--- src/rtl/irqc_pkg.sv ---
package irqc_pkg;

  // Width of one source group and of the bus data path.
  localparam int unsigned GRP_W   = 32;
  // Bit of the control word holding the global enable.
  localparam int unsigned GEN_BIT = 31;

  // Fixed register offsets (byte addresses) that software decodes.
  localparam logic [11:0] OFF_CTRL  = 12'h000;
  localparam logic [11:0] OFF_EN0   = 12'h010;
  localparam logic [11:0] GRP_STEP  = 12'h018;
  localparam logic [11:0] FLAG_GAP  = 12'h008;
  localparam logic [11:0] PEND_GAP  = 12'h004;
  localparam logic [11:0] OFF_MAP   = 12'h040;

  // Enable word of group g; flag word lies FLAG_GAP below, pending PEND_GAP above.
  function automatic logic [11:0] grp_en_off(input int unsigned g);
    return OFF_EN0 + GRP_STEP * 12'(g);
  endfunction

  function automatic logic [11:0] grp_flag_off(input int unsigned g);
    return grp_en_off(g) - FLAG_GAP;
  endfunction

  function automatic logic [11:0] grp_pend_off(input int unsigned g);
    return grp_en_off(g) + PEND_GAP;
  endfunction

endpackage

--- src/rtl/irqc_grp.sv ---
// One 32-source group: enable register, sticky edge flags, pending view.
module irqc_grp #(
  parameter int unsigned W = 32
) (
  input  logic         clk,
  input  logic         rst_n,
  input  logic [W-1:0] src,
  input  logic         pulse_mode,
  input  logic         en_we,
  input  logic         flag_we,
  input  logic [W-1:0] wdata,
  output logic [W-1:0] en_q,
  output logic [W-1:0] flag_q,
  output logic [W-1:0] pend
);

  logic [W-1:0] src_q;
  logic [W-1:0] rise;
  logic [W-1:0] en_d;
  logic [W-1:0] flag_d;

  always_comb begin
    rise   = src & ~src_q;
    en_d   = en_q;
    flag_d = flag_q;
    if (en_we) begin
      en_d = wdata;
    end
    if (flag_we) begin
      flag_d = flag_q & wdata;
    end
    // A fresh edge always wins over a clearing write.
    flag_d = flag_d | rise;
  end

  always_comb begin
    if (pulse_mode) begin
      pend = flag_q & en_q;
    end else begin
      pend = src & en_q;
    end
  end

  always_ff @(posedge clk or negedge rst_n) begin
    if (!rst_n) begin
      src_q  <= '0;
      en_q   <= '0;
      flag_q <= '0;
    end else begin
      src_q  <= src;
      en_q   <= en_d;
      flag_q <= flag_d;
    end
  end

endmodule

--- src/rtl/irqc_chan_map.sv ---
// Byte-per-channel slot array, four slots packed per word.
module irqc_chan_map #(
  parameter int unsigned WORDS = 16,
  localparam int unsigned IDX_W = (WORDS > 1) ? $clog2(WORDS) : 1
) (
  input  logic             clk,
  input  logic             rst_n,
  input  logic             we,
  input  logic [IDX_W-1:0] idx,
  input  logic [31:0]      wdata,
  output logic [31:0]      rd_word
);

  logic [31:0] word_q [WORDS];
  logic [31:0] word_d [WORDS];

  for (genvar w = 0; w < WORDS; w++) begin : g_word
    always_comb begin
      word_d[w] = word_q[w];
      if (we && (idx == IDX_W'(w))) begin
        word_d[w] = wdata;
      end
    end

    always_ff @(posedge clk or negedge rst_n) begin
      if (!rst_n) begin
        word_q[w] <= '0;
      end else begin
        word_q[w] <= word_d[w];
      end
    end
  end

  assign rd_word = word_q[idx];

endmodule

--- src/rtl/irqc_apb_if.sv ---
// Address decode, write strobes and read multiplexer.
module irqc_apb_if
  import irqc_pkg::*;
#(
  parameter int unsigned ADDR_W    = 12,
  parameter int unsigned NUM_GRP   = 2,
  parameter int unsigned MAP_WORDS = 16,
  localparam int unsigned MAP_IDX_W = (MAP_WORDS > 1) ? $clog2(MAP_WORDS) : 1
) (
  input  logic                 psel,
  input  logic                 penable,
  input  logic                 pwrite,
  input  logic [ADDR_W-1:0]    paddr,
  input  logic                 gen_q,
  input  logic [GRP_W-1:0]     en_q   [NUM_GRP],
  input  logic [GRP_W-1:0]     flag_q [NUM_GRP],
  input  logic [GRP_W-1:0]     pend   [NUM_GRP],
  input  logic [31:0]          map_rd,
  output logic                 wr_ctrl,
  output logic [NUM_GRP-1:0]   wr_en,
  output logic [NUM_GRP-1:0]   wr_flag,
  output logic                 wr_map,
  output logic [MAP_IDX_W-1:0] map_idx,
  output logic [31:0]          prdata
);

  logic              wr_cyc;
  logic [ADDR_W-1:0] aw;
  logic [ADDR_W-1:0] map_off;
  logic              map_hit;

  assign wr_cyc  = psel & penable & pwrite;
  assign aw      = {paddr[ADDR_W-1:2], 2'b00};
  assign map_off = aw - ADDR_W'(OFF_MAP);
  assign map_hit = (aw >= ADDR_W'(OFF_MAP)) &&
                   (aw <  ADDR_W'(OFF_MAP) + ADDR_W'(4 * MAP_WORDS));
  assign map_idx = map_off[MAP_IDX_W+1:2];

  always_comb begin
    prdata  = '0;
    wr_ctrl = 1'b0;
    wr_en   = '0;
    wr_flag = '0;
    wr_map  = 1'b0;
    if (aw == ADDR_W'(OFF_CTRL)) begin
      prdata[GEN_BIT] = gen_q;
      wr_ctrl         = wr_cyc;
    end
    for (int g = 0; g < NUM_GRP; g++) begin
      if (aw == ADDR_W'(grp_en_off(g))) begin
        prdata   = en_q[g];
        wr_en[g] = wr_cyc;
      end
      if (aw == ADDR_W'(grp_flag_off(g))) begin
        prdata     = flag_q[g];
        wr_flag[g] = wr_cyc;
      end
      if (aw == ADDR_W'(grp_pend_off(g))) begin
        prdata = pend[g];
      end
    end
    if (map_hit) begin
      prdata = map_rd;
      wr_map = wr_cyc;
    end
  end

endmodule

--- src/rtl/apb_irq_ctrl.sv ---
// Top: APB interrupt collector with sticky edge capture.
module apb_irq_ctrl
  import irqc_pkg::*;
#(
  parameter int unsigned ADDR_W  = 12,
  parameter int unsigned NUM_SRC = 64
) (
  input  logic               pclk,
  input  logic               presetn,
  input  logic               psel,
  input  logic               penable,
  input  logic               pwrite,
  input  logic [ADDR_W-1:0]  paddr,
  input  logic [31:0]        pwdata,
  output logic [31:0]        prdata,
  output logic               pready,
  output logic               pslverr,
  input  logic [NUM_SRC-1:0] irq_src_i,
  input  logic               pulse_mode_i,
  output logic               irq_o
);

  localparam int unsigned NUM_GRP   = NUM_SRC / GRP_W;
  localparam int unsigned MAP_WORDS = NUM_SRC / 4;
  localparam int unsigned MAP_IDX_W = (MAP_WORDS > 1) ? $clog2(MAP_WORDS) : 1;

  // Reset: asserted asynchronously, released on the clock.
  logic [1:0] rst_pipe;
  logic       rst_s;

  always_ff @(posedge pclk or negedge presetn) begin
    if (!presetn) begin
      rst_pipe <= '0;
    end else begin
      rst_pipe <= {rst_pipe[0], 1'b1};
    end
  end
  assign rst_s = rst_pipe[1];

  logic                 wr_ctrl;
  logic [NUM_GRP-1:0]   wr_en;
  logic [NUM_GRP-1:0]   wr_flag;
  logic                 wr_map;
  logic [MAP_IDX_W-1:0] map_idx;
  logic [31:0]          map_rd;

  logic [GRP_W-1:0] en_q   [NUM_GRP];
  logic [GRP_W-1:0] flag_q [NUM_GRP];
  logic [GRP_W-1:0] pend   [NUM_GRP];

  logic [NUM_SRC-1:0] en_all;
  logic [NUM_SRC-1:0] flag_all;
  logic [NUM_SRC-1:0] pend_all;

  // Global enable bit of the control word.
  logic gen_q;
  logic gen_d;

  always_comb begin
    gen_d = gen_q;
    if (wr_ctrl) begin
      gen_d = pwdata[GEN_BIT];
    end
  end

  always_ff @(posedge pclk or negedge rst_s) begin
    if (!rst_s) begin
      gen_q <= 1'b0;
    end else begin
      gen_q <= gen_d;
    end
  end

  for (genvar g = 0; g < NUM_GRP; g++) begin : g_grp
    irqc_grp #(.W(GRP_W)) u_grp (
      .clk        (pclk),
      .rst_n      (rst_s),
      .src        (irq_src_i[g*GRP_W +: GRP_W]),
      .pulse_mode (pulse_mode_i),
      .en_we      (wr_en[g]),
      .flag_we    (wr_flag[g]),
      .wdata      (pwdata),
      .en_q       (en_q[g]),
      .flag_q     (flag_q[g]),
      .pend       (pend[g])
    );
    assign en_all[g*GRP_W +: GRP_W]   = en_q[g];
    assign flag_all[g*GRP_W +: GRP_W] = flag_q[g];
    assign pend_all[g*GRP_W +: GRP_W] = pend[g];
  end

  irqc_chan_map #(.WORDS(MAP_WORDS)) u_map (
    .clk     (pclk),
    .rst_n   (rst_s),
    .we      (wr_map),
    .idx     (map_idx),
    .wdata   (pwdata),
    .rd_word (map_rd)
  );

  irqc_apb_if #(
    .ADDR_W    (ADDR_W),
    .NUM_GRP   (NUM_GRP),
    .MAP_WORDS (MAP_WORDS)
  ) u_if (
    .psel    (psel),
    .penable (penable),
    .pwrite  (pwrite),
    .paddr   (paddr),
    .gen_q   (gen_q),
    .en_q    (en_q),
    .flag_q  (flag_q),
    .pend    (pend),
    .map_rd  (map_rd),
    .wr_ctrl (wr_ctrl),
    .wr_en   (wr_en),
    .wr_flag (wr_flag),
    .wr_map  (wr_map),
    .map_idx (map_idx),
    .prdata  (prdata)
  );

  // Registered request line.
  logic irq_d;
  logic irq_q;

  assign irq_d = gen_q & (|pend_all);

  always_ff @(posedge pclk or negedge rst_s) begin
    if (!rst_s) begin
      irq_q <= 1'b0;
    end else begin
      irq_q <= irq_d;
    end
  end

  assign irq_o   = irq_q;
  assign pready  = 1'b1;
  assign pslverr = 1'b0;

endmodule

--- config.mk ---
export PLATFORM = sky130hd
export DESIGN_NAME = apb_irq_ctrl
export DESIGN_NICKNAME = d
export VERILOG_FILES = /design/src/rtl/irqc_pkg.sv /design/src/rtl/irqc_grp.sv /design/src/rtl/irqc_chan_map.sv /design/src/rtl/irqc_apb_if.sv /design/src/rtl/apb_irq_ctrl.sv
export SDC_FILE = /design/constraint.sdc
export NUM_CORES = 1
export LEC_CHECK = 0
export CAP_MARGIN = 20
export CORE_MARGIN = 8
export CORE_UTILIZATION = 57
export DETAILED_ROUTE_END_ITERATION = 6
export GPL_TIMING_DRIVEN = 0
export PLACE_DENSITY = 0.87
export SLEW_MARGIN = 15
export SYNTH_ARGS = -nofsm -noshare
export SYNTH_HDL_FRONTEND = slang
export SYNTH_SLANG_ARGS = --single-unit
--- constraint.sdc ---
create_clock -name pclk -period 28.2 [get_ports pclk]
set_clock_uncertainty 0.15 [all_clocks]
set_input_delay 5.64 -clock pclk [delete_from_list [all_inputs] [get_ports pclk]]
set_output_delay 5.64 -clock pclk [all_outputs]
set_load 0.005 [all_outputs]
==> summary.txt, run 1 <==
Yosys
  – Syn Inst Count: 2344
  – #FFs+latches synth: 708
  – Most frequent cells after synthesis: 708 x dfrtp_1, 610 x mux2_2, 161 x o21ai_0
  – Synth area leaders: dfrtp_1 54%, mux2_2 21%, mux4_2 11%, o21ai_0 2.5%, clkbuf_1 1.8%
  – Post-synthesis cell type count: 42
  – Post-synthesis sequential area ratio: 0.5393
  – Ys Warns: 0
  – Synthesized area per cell: 14.01 um2
  – Biggest area consumer among synthesized cells: dfrtp_1
  – Area share of the largest cell type after synthesis: 0.5393
  – Synth Cell Area: 0.03285 mm2
  – EDFF count, synth: 0
  – Main flop type after synthesis: dfrtp_1
  – Most frequent cell after synthesis: dfrtp_1
  – FFs w/ async S/R, synth: 1.000

Placed design
  – HPWL after detailed placement: 66590 um
  – GPL Wtd Cong: 1.026
  – Dpl cell area: 0.03528 mm2
  – PortBufs: 111

Worst setup path
  – Crit path kind: primary input to output port
  – CP cell instances: clkdlybuf4s50_1 -> buf_2 -> buf_1 -> clkbuf_1 -> mux4_2 -> mux4_2 -> nand2_1 -> o21ai_0 -> clkdlybuf4s50_1
  – Required @ worst endpoint: 22.41 ns
  – CP max FO: 10
  – Max incr delay on CP: 0.80 ns
  – R2R setup slack: 24.66 ns
  – Critical Path AT: 9.87 ns
  – CP max-delay cell: clkbuf_1
  – Crit path from: paddr[2]
  – Crit-path leading delay family: buffers and inverters
  – CP Capture Type: output port
  – Worst r2r src: rst_pipe[1]
  – Critical path startpoint category: primary input
  – Crit path buffers/inverters: 5

Timing
  – Hold slack: 0.1964 ns
  – Setup-failing EPs final: 0
  – RSZ-0062 raised after global routing: false
  – Final Max Tran Viols: 0
  – Worst-margin pin slew: 1.143 ns
  – Worst relative slew slack: 0.2383
  – TNS Setup: 0 ns
  – Min cycle time layout: 15.66 ns
  – Tcrit/Tclk final: 0.5553
  – Max Clk Rate: 63.86 MHz
  – Final hold vios: 0

GRT
  – Met3 Use GR: 0.07077
  – Number of global-route vias before repair: 23890
  – GRT overflow: 0
  – Routing usage on met1: 0.3741
  – Largest net degree at the start of global routing: 69
  – Met2 usage: 0.4644
  – GRT Resource Usage Total: 0.2947
  – First-pass GRT wire length: 149200 um
  – Initial antenna violation count: 3
  – GRT busiest layer: met2

Status
  – Run status: completed

Power and ir drop
  – Peak supply drop: 0.03970 mV
  – Leak: 0.01742 uW
  – Pwr/cell area: 57.20 mW/mm2

Layout
  – NumNets Final: 2667
  – Share of cells above drive strength 1: 0.3854
  – Final instance area: 0.03787 mm2
  – Sequential cell area: 0.01772 mm2
  – Area added between synthesis and finish: 15.27%
  – Multi-input logic area: 0.01396 mm2
  – Fillers: 3750

Drt
  – Detail Route Antenna Nets: 0
  – Avg WL per Cell: 29.13 um
  – DRC viols: 0
  – Routed wire length: 98330 um
  – Post-DR vias/cell: 6.682
  – Drt first-iter violations: 2484
  – Total number of vias: 22551
  – Drt pass-1 iters: 7

Run
  – Number of max-cap violations: 0

CTS
  – Clock-pin slew on the worst setup and hold paths: 0.05 ns
  – # Post-CTS Setup Buffers: 0
  – Root Buffer: clkbuf_16
  – Post_cts resized: 0
  – Htree depth: 3
  – CTS tree: yes
  – Max Root-Sink Buffers: 3
  – CTS buffer count: 72
  – Later-pin clock latency in the skew report: 0.62 ns
  – Clock sink total: 708
  – Hold_buf cts: 0

Floorplanning
  – Die Height: 256.1 um
  – Die area: 0.06557 mm2
  – Core area: 0.05737 mm2
  – Initial core utilization: 0.5726
  – Io pins: 149
  – Row Count: 88
  – Die width: 256.1 um

Worst hold path
  – HP Class: register to register
  – Hold Path Origin: rst_pipe[0]
## worst reg2reg max path, delay by kind of cell, from the launching register on
family                 cells  cell delay (ns)
flip-flops                 1             0.88
buffers and inverters      8             2.65
## stage by stage
stage | utilization | power (uW) | std cells | setup slack [ns]
finish | 0.6601 | 2166 | 3375 | 12.54
global route | 0.6601 | 2216 | 3375 | 12.52
CTS | 0.6584 | 2166 | 3365 | 12.76
detailed placement | 0.6150 | 1167 | 3236 | 12.79
global placement | 0.6088 | 1157 | 3221 | 0.9792
floorplan | - | 1113 | 2345 | 6.854
## final timing paths
path,depth (start not counted),endpoint
setup / recovery,9,prdata[30]
min in group asynchronous,0,u_map.word_q[282]
max in group asynchronous,1,rst_pipe[1]
hold / removal,0,rst_pipe[1]
hold reg to reg,0,rst_pipe[1]
setup reg to reg,8,g_grp[0].u_grp.flag_q[12]
## kinds of logic after synthesis
kind of cell,count (synthesis),synth area share
other,2,0.0002286
DFF,708,0.5393
and+or+nand+nor,183,0.02716
AOI/OAI and AO/OA,360,0.06418
muxes,802,0.3332
buffers and inverters,289,0.03592
## routing by layer
metal,share of wire,vias up,wire length (um)
li1,-,9083,-
met1,0.37,11749,36720
met2,0.47,1363,46570
met3,0.095,352,9362
met4,0.058,4,5659
met5,0.00026,-,26
## area by class of cell
cell class	count	area share
multi-input cells	1348	0.3686
repair buffers	134	0.04117
plain buffers	223	0.02462
diodes	2	0.0001322
clock buffers	98	0.05554
flip-flops and latches	708	0.4680
clock inverters	31	0.01018
well taps	765	0.02528
inverters	66	0.006542
## registers in the layout (all words and copies together) (netlist names)
register,cells
g_grp.u_grp.en_q,64
g_grp.u_grp.flag_q,64
g_grp.u_grp.src_q,64
gen_q,1
irq_o,1
rst_pipe,2
u_map.word_q,512
## cell usage in the layout, fill, tap and decap left out, types with 2 or more instances in the layout
master           netlist  routed
dfrtp_1              708     707
mux2_2               610     610
clkbuf_1             156     165
o21ai_0              161     161
mux4_2               160     160
clkdlybuf4s50_1        0     111
clkbuf_16              0      75
inv_1                 66      66
a21oi_1               64      64
nand2_1               53      53
buf_2                 51      52
nor2_1                49      49
or3_1                 34      34
o211ai_1              32      32
a221oi_1              30      30
o22ai_1               30      30
a31oi_1               30      30
mux2_4                30      30
nand3_1               15      15
clkbuf_8               0      14
clkinv_2               0      14
nand4_1               11      11
buf_6                  3      11
buf_16                 0      11
buf_1                 10      10
a22oi_1                8       8
bufinv_16              0       8
nor4_1                 5       5
nand2b_1               3       3
and3_1                 3       3
conb_1                 2       3
inv_6                  0       3
clkinv_4               0       3
clkinvlp_4             0       3
diode_2                0       2
nor3_1                 2       2
a41oi_1                2       2
buf_4                  2       2
buf_8                  0       2
## report_power, final
group | internal [uW] | switching [uW]
registers | 1020 | 4.97
clock network | 598 | 415
logic | 43.5 | 80.6
Power figures use the tool's default switching activity.
==> run 2, diff against run 1 <==
clock period = 16 ns   (was 28.2 ns; I/O delays follow)
==> run 2 against run 1 <==
Net effect:
- worst hold slack improved by 0.0019 ns
- utilization decreased by 0.29 points
- first-iteration DRC count decreased by 2.1%
- worst setup slack got worse by 7.2 ns
- combinational power increased by 73%
- via count decreased by 0.38%
- sequential share of layout area increased by 0.21 points
- sequential power increased by 76%
- die area unchanged
- design area decreased by 0.45%
- critical path type unchanged
- highest routed layer is now met4
==> summary.txt, run 2 (synthesis results as in run 1) <==
Power and ir drop
  – Gate power share: 0.058
  – Pwr/cell area: 99.10 mW/mm2
  – Sw frac: 0.2331
  – Clock power share: 0.457
  – Leak: 0.01735 uW
  – Reg power frac: 0.486
  – Peak supply drop: 0.08207 mV
  – Switching power: 870.7 uW
  – P_int: 2865 uW

Floorplanning
  – Io pins: 149
  – Die Height: 256.1 um
  – Initial core utilization: 0.5726
  – Row Count: 88
  – Core area: 0.05737 mm2
  – Die area: 0.06557 mm2
  – Die width: 256.1 um

CTS
  – Max Root-Sink Buffers: 3
  – Clock sink total: 708
  – Htree depth: 3
  – CTS buffer count: 72
  – Root Buffer: clkbuf_16
  – # Post-CTS Setup Buffers: 0
  – CTS tree: yes
  – Later-pin clock latency in the skew report: 0.62 ns
  – Clock-pin slew on the worst setup and hold paths: 0.06 ns
  – Hold_buf cts: 0
  – Post_cts resized: 0

Drt
  – Avg WL per Cell: 28.95 um
  – Detail Route Antenna Nets: 0
  – Routed wire length: 97550 um
  – Post-DR vias/cell: 6.666
  – DRC viols: 0
  – Total number of vias: 22466
  – Drt first-iter violations: 2431
  – Drt pass-1 iters: 7

GRT
  – Number of global-route vias before repair: 23803
  – Largest net degree at the start of global routing: 68
  – First-pass GRT wire length: 147600 um
  – Initial antenna violation count: 1
  – GRT overflow: 0
  – GRT Resource Usage Total: 0.2926

Layout
  – Max reg flops: 512
  – NumNets Final: 2663
  – Multi-input logic area: 0.01396 mm2
  – Commonest non-fill, non-tap cell in the layout: dfrtp_1
  – Area added between synthesis and finish: 14.76%
  – Sequential cell area: 0.01772 mm2
  – Fillers: 3729
  – Share of cells above drive strength 1: 0.3834
  – Largest Register: u_map.word_q
  – Most frequent cells in the layout: 707 x dfrtp_1, 610 x mux2_2, 167 x clkbuf_1

Timing
  – Setup-failing EPs final: 0
  – Final hold vios: 0
  – Final Max Tran Viols: 0
  – Max Clk Rate: 94.10 MHz
  – RSZ-0062 raised after global routing: false
  – Worst relative slew slack: 0.1509
  – Hold slack: 0.1983 ns
  – Tcrit/Tclk final: 0.6642
  – Worst-margin pin slew: 1.274 ns
  – Min cycle time layout: 10.63 ns
  – TNS Setup: 0 ns

Worst hold path
  – Hold Path End: rst_pipe[1]
  – Hold Path Origin: rst_pipe[0]
  – Hold Path Stages: 0
  – HP Class: register to register

Run
  – Number of max-cap violations: 0

Worst setup path
  – R2R setup slack: 13.55 ns
  – Worst r2r src: rst_pipe[1]
  – Critical Path AT: 7.28 ns
  – CP Capture Type: output port
  – Crit path kind: primary input to output port
  – Critical path startpoint category: primary input
  – Reg-to-Reg End: u_map.word_q[463]
  – CP max FO: 10
  – Required @ worst endpoint: 12.65 ns
  – Reg2reg path depth: 4

Placed design
  – PortBufs: 111
  – HPWL after detailed placement: 66880 um
  – GPL Wtd Cong: 1.005

Status
  – Run status: completed
## run 2: worst max-delay path by stage
stage | start | endpoint | slack [ns]
after detailed placement | paddr[2] | prdata[30] | 5.46
after global placement | rst_pipe[1] | g_grp[0].u_grp.flag_q[13] | 1.20
after CTS | paddr[2] | prdata[30] | 5.41
after global routing | paddr[2] | prdata[30] | 5.25
final | paddr[2] | prdata[30] | 5.37
after floorplan | rst_pipe[1] | g_grp[0].u_grp.en_q[0] | 4.35
## run 2: worst max-delay path, stage by stage
cell and delay (ns):
clkdlybuf4s50_1 0.58, buf_2 0.34, buf_1 0.52, clkbuf_1 0.68
mux4_2 0.62, mux4_2 0.51, nand2_1 0.10, o21ai_0 0.18
clkdlybuf4s50_1 0.52
## run 2: per-stage QoR
| step | worst slack (ns) | util | power (uW) | instances | area (um2) |
|---|---|---|---|---|---|
| 2_1_floorplan | 4.346 | - | 1961 | 2345 | 32850 |
| 3_3_place_gp | 1.198 | 0.6088 | 2037 | 3221 | 34920 |
| 3_5_place_dp | 5.457 | 0.6144 | 2056 | 3234 | 35250 |
| 4_1_cts | 5.411 | 0.6559 | 3739 | 3362 | 37630 |
| 5_1_grt | 5.249 | 0.6571 | 3823 | 3368 | 37690 |
| 6_report | 5.373 | 0.6572 | 3736 | 3370 | 37700 |
## run 2: layer usage
metal	share of wire	track usage	up-vias
li1	-	-	9084
met1	0.37	0.3676	11627
met2	0.48	0.4661	1414
met3	0.096	0.07589	341
met4	0.054	0.1534	0
met5	0	0	-
## run 2: power by group through the flow
| stage | Combinational [uW] | Clock, uW | Sequential (uW) |
|---|---|---|---|
| 6_report | 215 | 1710 | 1810 |
| 3_5_place_dp | 209 | 0 | 1850 |
| 3_3_place_gp | 161 | 0 | 1880 |
| 5_1_grt | 229 | 1780 | 1820 |
| 4_1_cts | 211 | 1710 | 1810 |
| 2_1_floorplan | 92.7 | 0 | 1870 |
## run 2: area by class of cell
class	count	share of cell area
Tap cell	765	0.02539
Antenna cell	2	0.0001328
Multi-Input combinational cell	1348	0.3702
Buffer	223	0.02473
Clock buffer	105	0.05812
Timing Repair Buffer	130	0.03973
Inverter	66	0.006572
Sequential cell	708	0.4701
Clock inverter	23	0.005045
